<file path="config.mk">
export PLATFORM = sky130hd
export DESIGN_NAME = xonxoff_flow
export DESIGN_NICKNAME = d
export VERILOG_FILES = /design/src/rtl/xonxoff_flow.sv
export SDC_FILE = /design/constraint.sdc
export NUM_CORES = 1
export LEC_CHECK = 0
export ABC_AREA = 0
export BUFFER_PORTS_ARGS = -buffer_cell sky130_fd_sc_hd__buf_2
export CAP_MARGIN = 20
export CORE_MARGIN = 8
export CORE_UTILIZATION = 33
export DETAILED_ROUTE_END_ITERATION = 8
export PLACE_DENSITY = 0.58
export RECOVER_POWER = 100
export SETUP_SLACK_MARGIN = 0.02
export SYNTH_ARGS = -nofsm -noshare
export SYNTH_HDL_FRONTEND = slang
export SYNTH_SLANG_ARGS = --single-unit
</file>
<file path="constraint.sdc">
create_clock -name clk -period 2.7 [get_ports clk]
set_clock_uncertainty 0.15 [all_clocks]
set_input_delay 0.54 -clock clk [delete_from_list [all_inputs] [get_ports clk]]
set_output_delay 0.54 -clock clk [all_outputs]
set_load 0.02 [all_outputs]
</file>
<file path="src/rtl/xonxoff_flow.sv">
module xonxoff_flow #(
  parameter int LVLW = 5
) (
  input  logic            clk,
  input  logic            rst_n,
  input  logic            cfg_we,
  input  logic [1:0]      cfg_sel,
  input  logic [7:0]      cfg_wdata,
  input  logic [1:0]      rx_match_mode,
  input  logic [1:0]      tx_send_mode,
  input  logic [1:0]      word_len,
  input  logic [1:0]      trig_sel,
  input  logic            special_en,
  input  logic            irq_en,
  input  logic            rx_valid,
  input  logic [7:0]      rx_char,
  output logic            fifo_wr,
  output logic [7:0]      fifo_data,
  input  logic [LVLW-1:0] rx_level,
  input  logic            tx_ready,
  input  logic            txq_valid,
  input  logic [7:0]      txq_data,
  output logic            txq_pop,
  output logic            tx_load,
  output logic [7:0]      tx_char,
  output logic            tx_paused,
  output logic            flow_irq,
  output logic            special_hit
);

  logic [3:0][7:0] chr;
  logic [7:0] mask;
  logic flag, remote_off;
  logic hold_v, hold_on, hold_off, pend_v;
  logic [7:0] hold_c, pend_c;
  logic seq_v, seq_off, seq_idx, seq_two;
  logic [LVLW-1:0] hi_mark, lo_mark;

  function automatic logic eqm(input logic [7:0] a, input logic [7:0] b, input logic [7:0] m);
    return ((a ^ b) & m) == 8'h00;
  endfunction

  assign mask = 8'hFF >> (2'd3 - word_len);

  wire m_on1  = eqm(rx_char, chr[0], mask);
  wire m_on2  = eqm(rx_char, chr[1], mask);
  wire m_off1 = eqm(rx_char, chr[2], mask);
  wire m_off2 = eqm(rx_char, chr[3], mask);
  wire match_on = !special_en && (rx_match_mode != 2'd0);

  always_comb begin
    case (trig_sel)
      2'd0:    begin hi_mark = LVLW'(4);  lo_mark = LVLW'(1);  end
      2'd1:    begin hi_mark = LVLW'(8);  lo_mark = LVLW'(4);  end
      2'd2:    begin hi_mark = LVLW'(12); lo_mark = LVLW'(8);  end
      default: begin hi_mark = LVLW'(14); lo_mark = LVLW'(10); end
    endcase
  end

  assign tx_load  = tx_ready && (seq_v || (txq_valid && !tx_paused));
  assign txq_pop  = tx_ready && !seq_v && txq_valid && !tx_paused;
  assign tx_char  = seq_v ? chr[{seq_off, seq_idx}] : txq_data;
  assign flow_irq = flag && irq_en;

  always_ff @(posedge clk or negedge rst_n) begin
    if (!rst_n) begin
      chr <= '0;
    end else if (cfg_we) begin
      chr[cfg_sel] <= cfg_wdata;
    end
  end

  always_ff @(posedge clk or negedge rst_n) begin
    if (!rst_n) begin
      fifo_wr <= 1'b0; fifo_data <= '0; special_hit <= 1'b0;
      tx_paused <= 1'b0; flag <= 1'b0;
      hold_v <= 1'b0; hold_on <= 1'b0; hold_off <= 1'b0; hold_c <= '0;
      pend_v <= 1'b0; pend_c <= '0;
    end else begin
      fifo_wr <= 1'b0;
      special_hit <= 1'b0;
      if (pend_v) begin
        fifo_wr <= 1'b1; fifo_data <= pend_c; pend_v <= 1'b0;
      end
      if (rx_valid) begin
        if (special_en) begin
          fifo_wr <= 1'b1; fifo_data <= rx_char; special_hit <= m_off2;
        end else if (!match_on) begin
          fifo_wr <= 1'b1; fifo_data <= rx_char;
        end else if (!rx_match_mode[1]) begin
          if (m_off1) begin
            tx_paused <= 1'b1; flag <= 1'b1;
          end else if (m_on1) begin
            tx_paused <= 1'b0; flag <= 1'b0;
          end else begin
            fifo_wr <= 1'b1; fifo_data <= rx_char;
          end
        end else if (hold_v && hold_off && m_off2) begin
          tx_paused <= 1'b1; flag <= 1'b1; hold_v <= 1'b0;
        end else if (hold_v && hold_on && m_on2) begin
          tx_paused <= 1'b0; flag <= 1'b0; hold_v <= 1'b0;
        end else begin
          if (hold_v) begin
            fifo_wr <= 1'b1; fifo_data <= hold_c;
          end
          if (m_off1 || m_on1) begin
            hold_v <= 1'b1; hold_c <= rx_char; hold_on <= m_on1; hold_off <= m_off1;
          end else if (hold_v) begin
            hold_v <= 1'b0; pend_v <= 1'b1; pend_c <= rx_char;
          end else begin
            fifo_wr <= 1'b1; fifo_data <= rx_char;
          end
        end
      end
    end
  end

  always_ff @(posedge clk or negedge rst_n) begin
    if (!rst_n) begin
      seq_v <= 1'b0; seq_off <= 1'b0; seq_idx <= 1'b0; seq_two <= 1'b0; remote_off <= 1'b0;
    end else if (tx_load && seq_v) begin
      if (seq_two && !seq_idx) seq_idx <= 1'b1;
      else seq_v <= 1'b0;
    end else if (!seq_v && tx_send_mode != 2'd0) begin
      if (!remote_off && rx_level >= hi_mark) begin
        seq_v <= 1'b1; seq_off <= 1'b1; seq_idx <= 1'b0;
        seq_two <= tx_send_mode[1]; remote_off <= 1'b1;
      end else if (remote_off && rx_level <= lo_mark) begin
        seq_v <= 1'b1; seq_off <= 1'b0; seq_idx <= 1'b0;
        seq_two <= tx_send_mode[1]; remote_off <= 1'b0;
      end
    end
  end

endmodule

</file>
==> flow_summary.ini <==
[clock_network]
clk_latency_ps = 340
numCtsBuffers = 9
clk_path_buf_depth = 2
cts_tree = yes
clk_pin_slew_ps = 50
hold_buffers = 0
htreeDepth = 3
cts_root_buf = clkbuf_16
cts.sinks = 67

[final_layout]
layout_commonest_cell = dfrtp_1
antenna_cells = 0
drive_gt1_share_pct = 30.4
synthToLayoutAreaGrowth_pct = 16.5
fin_util_pct = 39.2
layout.nets = 510
final_area_sq_um = 4950
final_cell_mix = 67 x dfrtp_1, 49 x mux2_2, 44 x buf_2, 28 x xor2_1, 24 x clkbuf_1

[sta]
fin_crit_sh_pct = 95.9
setup_tns_ps = 0
rsz0062_at_grt = no
hold_viol = 0
whs_ps = 315
fmaxAchievable_mhz = 386
relSlewSlack_pct = -12.5
maxSlewViolCount = 68
finalSetupViolCount = 0
tightest_slew_ps = 1690
final_period_minus_worst_setup_slack_ps = 2590

[floorplanning]
core_region_area_sq_um = 12600
die_h_um = 130
io_pins = 69
die-area_sq_um = 16800
start_util_pct = 33.7
core.rowCount = 41
die_width_um = 130

[setup_path]
cp_max_fo = 8
ff2ff_path_depth = 7
criticalPathCategory = flop to output pin
crit_chain = buf_6 > mux4_2 > mux2_2 > clkbuf_2
rr_startpoint = chr[26]$_DFFE_PN0P_
crit_buf_inv = 2
r2r_slack_ps = 260
rr_endpoint = hold_c[1]$_DFFE_PN0P_
startpoint_type = flop
cp.required_ps = 2010
slowest_delay_ps = 540
slowest_stage = mux4_2
worst_setup_path_end_kind = output pin
crit_family = multiplexers
cp.arrival_ps = 1900

[synth]
netlist_instances = 384
synth_edf_count = 0
ys.flop_type = dfrtp_1
postSynthAreaPerCell_sq_um = 11.1
synth_top_area_share_pct = 39.4
async_flop_share_pct = 100
synth-seq-cells = 67
synthTopCellsByArea = dfrtp_1 39%, mux2_2 13%, mux2_4 6.0%
synthesis.area_sq_um = 4250
yosys_warnings = 0
synth_cell_types = 58
synth_nets = 438
yosys.area.top_type = dfrtp_1
synth_seq_area_share_pct = 39.4

[detailed_routing]
finalWirelength_um = 11700
drtPass1Iterations = 5
via_per_inst = 5.33
detail-route-antenna-nets = 0
drt_iter0_markers = 361
drc = 0
num_vias = 3370
routedWlPerCell_um = 18.5

[global_routing]
grt_max_degree = 68
overflow = 0
grt_pass1_wl_um = 18800
antenna_found_initial = 0
grtUsageTotal_pct = 14.4
grt_pass1_vias = 3524

[min_path]
hold_class = input pin to flop
min_from = tx_send_mode[1]
min_to = seq_two$_DFFE_PN0P_
worst_hold_path.num_cells = 2

[placement]
gp_congestion = 0.826
numPortBuffers = 68
hpwlAfterDp_um = 8660
place_area_sq_um = 4780

[power]
cellLeakagePower_nw = 2.19
power_frac_seq_pct = 39.0
power.net_switching_mw = 1.21
power.share.clock_pct = 31.2
p_sw_share_pct = 32.2
cellPowerDensity_nw_per_um2 = 761
comb_power_share_pct = 29.8
ir_drop_mv = 0.314
internal-power_mw = 2.55

[outcome]
status = finished, violations left
violations = max-capacitance violations, max-slew violations

[job]
max_cap_viol_count = 1
## layout make-up
class / count / area [sq um]
sequential: 67 / 1680
clock inverter: 2 / 35.0
timing repair buffer: 82 / 407
clock buffer: 13 / 260
tap: 172 / 215
fill: 1320 / 7670
multi-input combinational: 284 / 2310
inverter: 12 / 45.0
## repair_timing
item / CTS / global route
resized for setup: 0 / 1
setup endpoints to repair: 0 / 7
setup buffers: 0 / 0
## cells by family after synthesis
| group | after synthesis | share of synthesized area, % |
|---|---|---|
| multiplexers | 75 | 23.5 |
| flip-flops | 67 | 39.4 |
| buffers and inverters | 33 | 4.50 |
| adder cells (fa/ha/maj) | 7 | 2.06 |
| XOR/XNOR | 32 | 6.59 |
| AND/OR/NAND/NOR | 85 | 10.9 |
| AO/OA/AOI/OAI | 85 | 13.0 |
## worst reg2reg max path: cells and delay by family, from the launching register on
| family | cells | cell delay, ps |
|---|---|---|
| flops | 1 | 400 |
| buf+inv | 1 | 360 |
| xor+xnor | 1 | 160 |
| simple gates | 4 | 870 |
| mux | 1 | 370 |
## how the worst max path moves through the flow
stage	startpoint	endpoint	cells past startpoint
3_3_place_gp	rx_char[0]	pend_c[7]$_DFFE_PN0P_	7
2_1_floorplan	rx_char[7]	pend_c[0]$_DFFE_PN0P_	8
6_report	seq_idx$_DFFE_PN0P_	tx_char[0]	4
5_1_grt	seq_idx$_DFFE_PN0P_	tx_char[0]	4
4_1_cts	seq_idx$_DFFE_PN0P_	tx_char[0]	4
3_5_place_dp	rx_char[0]	pend_c[5]$_DFFE_PN0P_	7
## synthesized netlist by cell type (2+ instances only)
master / n
buf_6: 6
a211oi_1: 2
o2111ai_1: 2
buf_1: 2
or4_1: 3
nand4_1: 2
buf_4: 2
nor2_1: 22
nor3_2: 3
a21o_1: 4
o22ai_1: 2
a21boi_0: 4
inv_1: 12
dfrtp_1: 67
buf_2: 3
nor3b_1: 2
mux4_2: 8
clkbuf_1: 7
mux2_4: 17
nor2b_1: 2
a21oi_1: 19
o2111a_1: 2
o21bai_1: 2
nand3_1: 3
nand2_1: 23
xor2_1: 28
o21a_1: 3
o221ai_1: 3
and2_1: 3
o21ai_0: 20
o211ai_1: 7
xnor2_1: 4
nand3b_1: 2
ha_1: 7
nor3_1: 6
a31oi_1: 9
mux2_2: 49
o211a_1: 2
## registers in the layout, summed over array words and instances (netlist names)
| name | cells |
|---|---|
| chr | 32 |
| fifo_data | 8 |
| fifo_wr | 1 |
| flag | 1 |
| hold_c | 8 |
| hold_off | 1 |
| hold_on | 1 |
| hold_v | 1 |
| pend_c | 8 |
| pend_v | 1 |
| seq_idx | 1 |
| seq_off | 1 |
| seq_two | 1 |
| seq_v | 1 |
| special_hit | 1 |
## stage by stage
step / std cells / setup WS [ps] / power [mW]
final: 632 / 111 / 3.77
after floorplan: 384 / 300 / 2.29
after global routing: 632 / 34.6 / 3.97
after global placement: 617 / 179 / 2.65
after CTS: 632 / 40.4 / 3.87
after detailed placement: 617 / 167 / 2.69
## power by group through the flow
stage / clock (mW) / combinational (mW) / sequential [mW]
floorplan: 0 / 0.903 / 1.39
global placement: 0 / 1.17 / 1.48
detailed placement: 0 / 1.19 / 1.49
CTS: 1.19 / 1.20 / 1.48
global route: 1.23 / 1.23 / 1.51
finish: 1.18 / 1.12 / 1.47
## layer usage
metal,GRT usage [%],share of wire (%)
met1,18.0,43
met2,23.8,48
met4,4.44,1.5
met5,0,0
met3,3.74,7.0
Power figures use the tool's default switching activity.
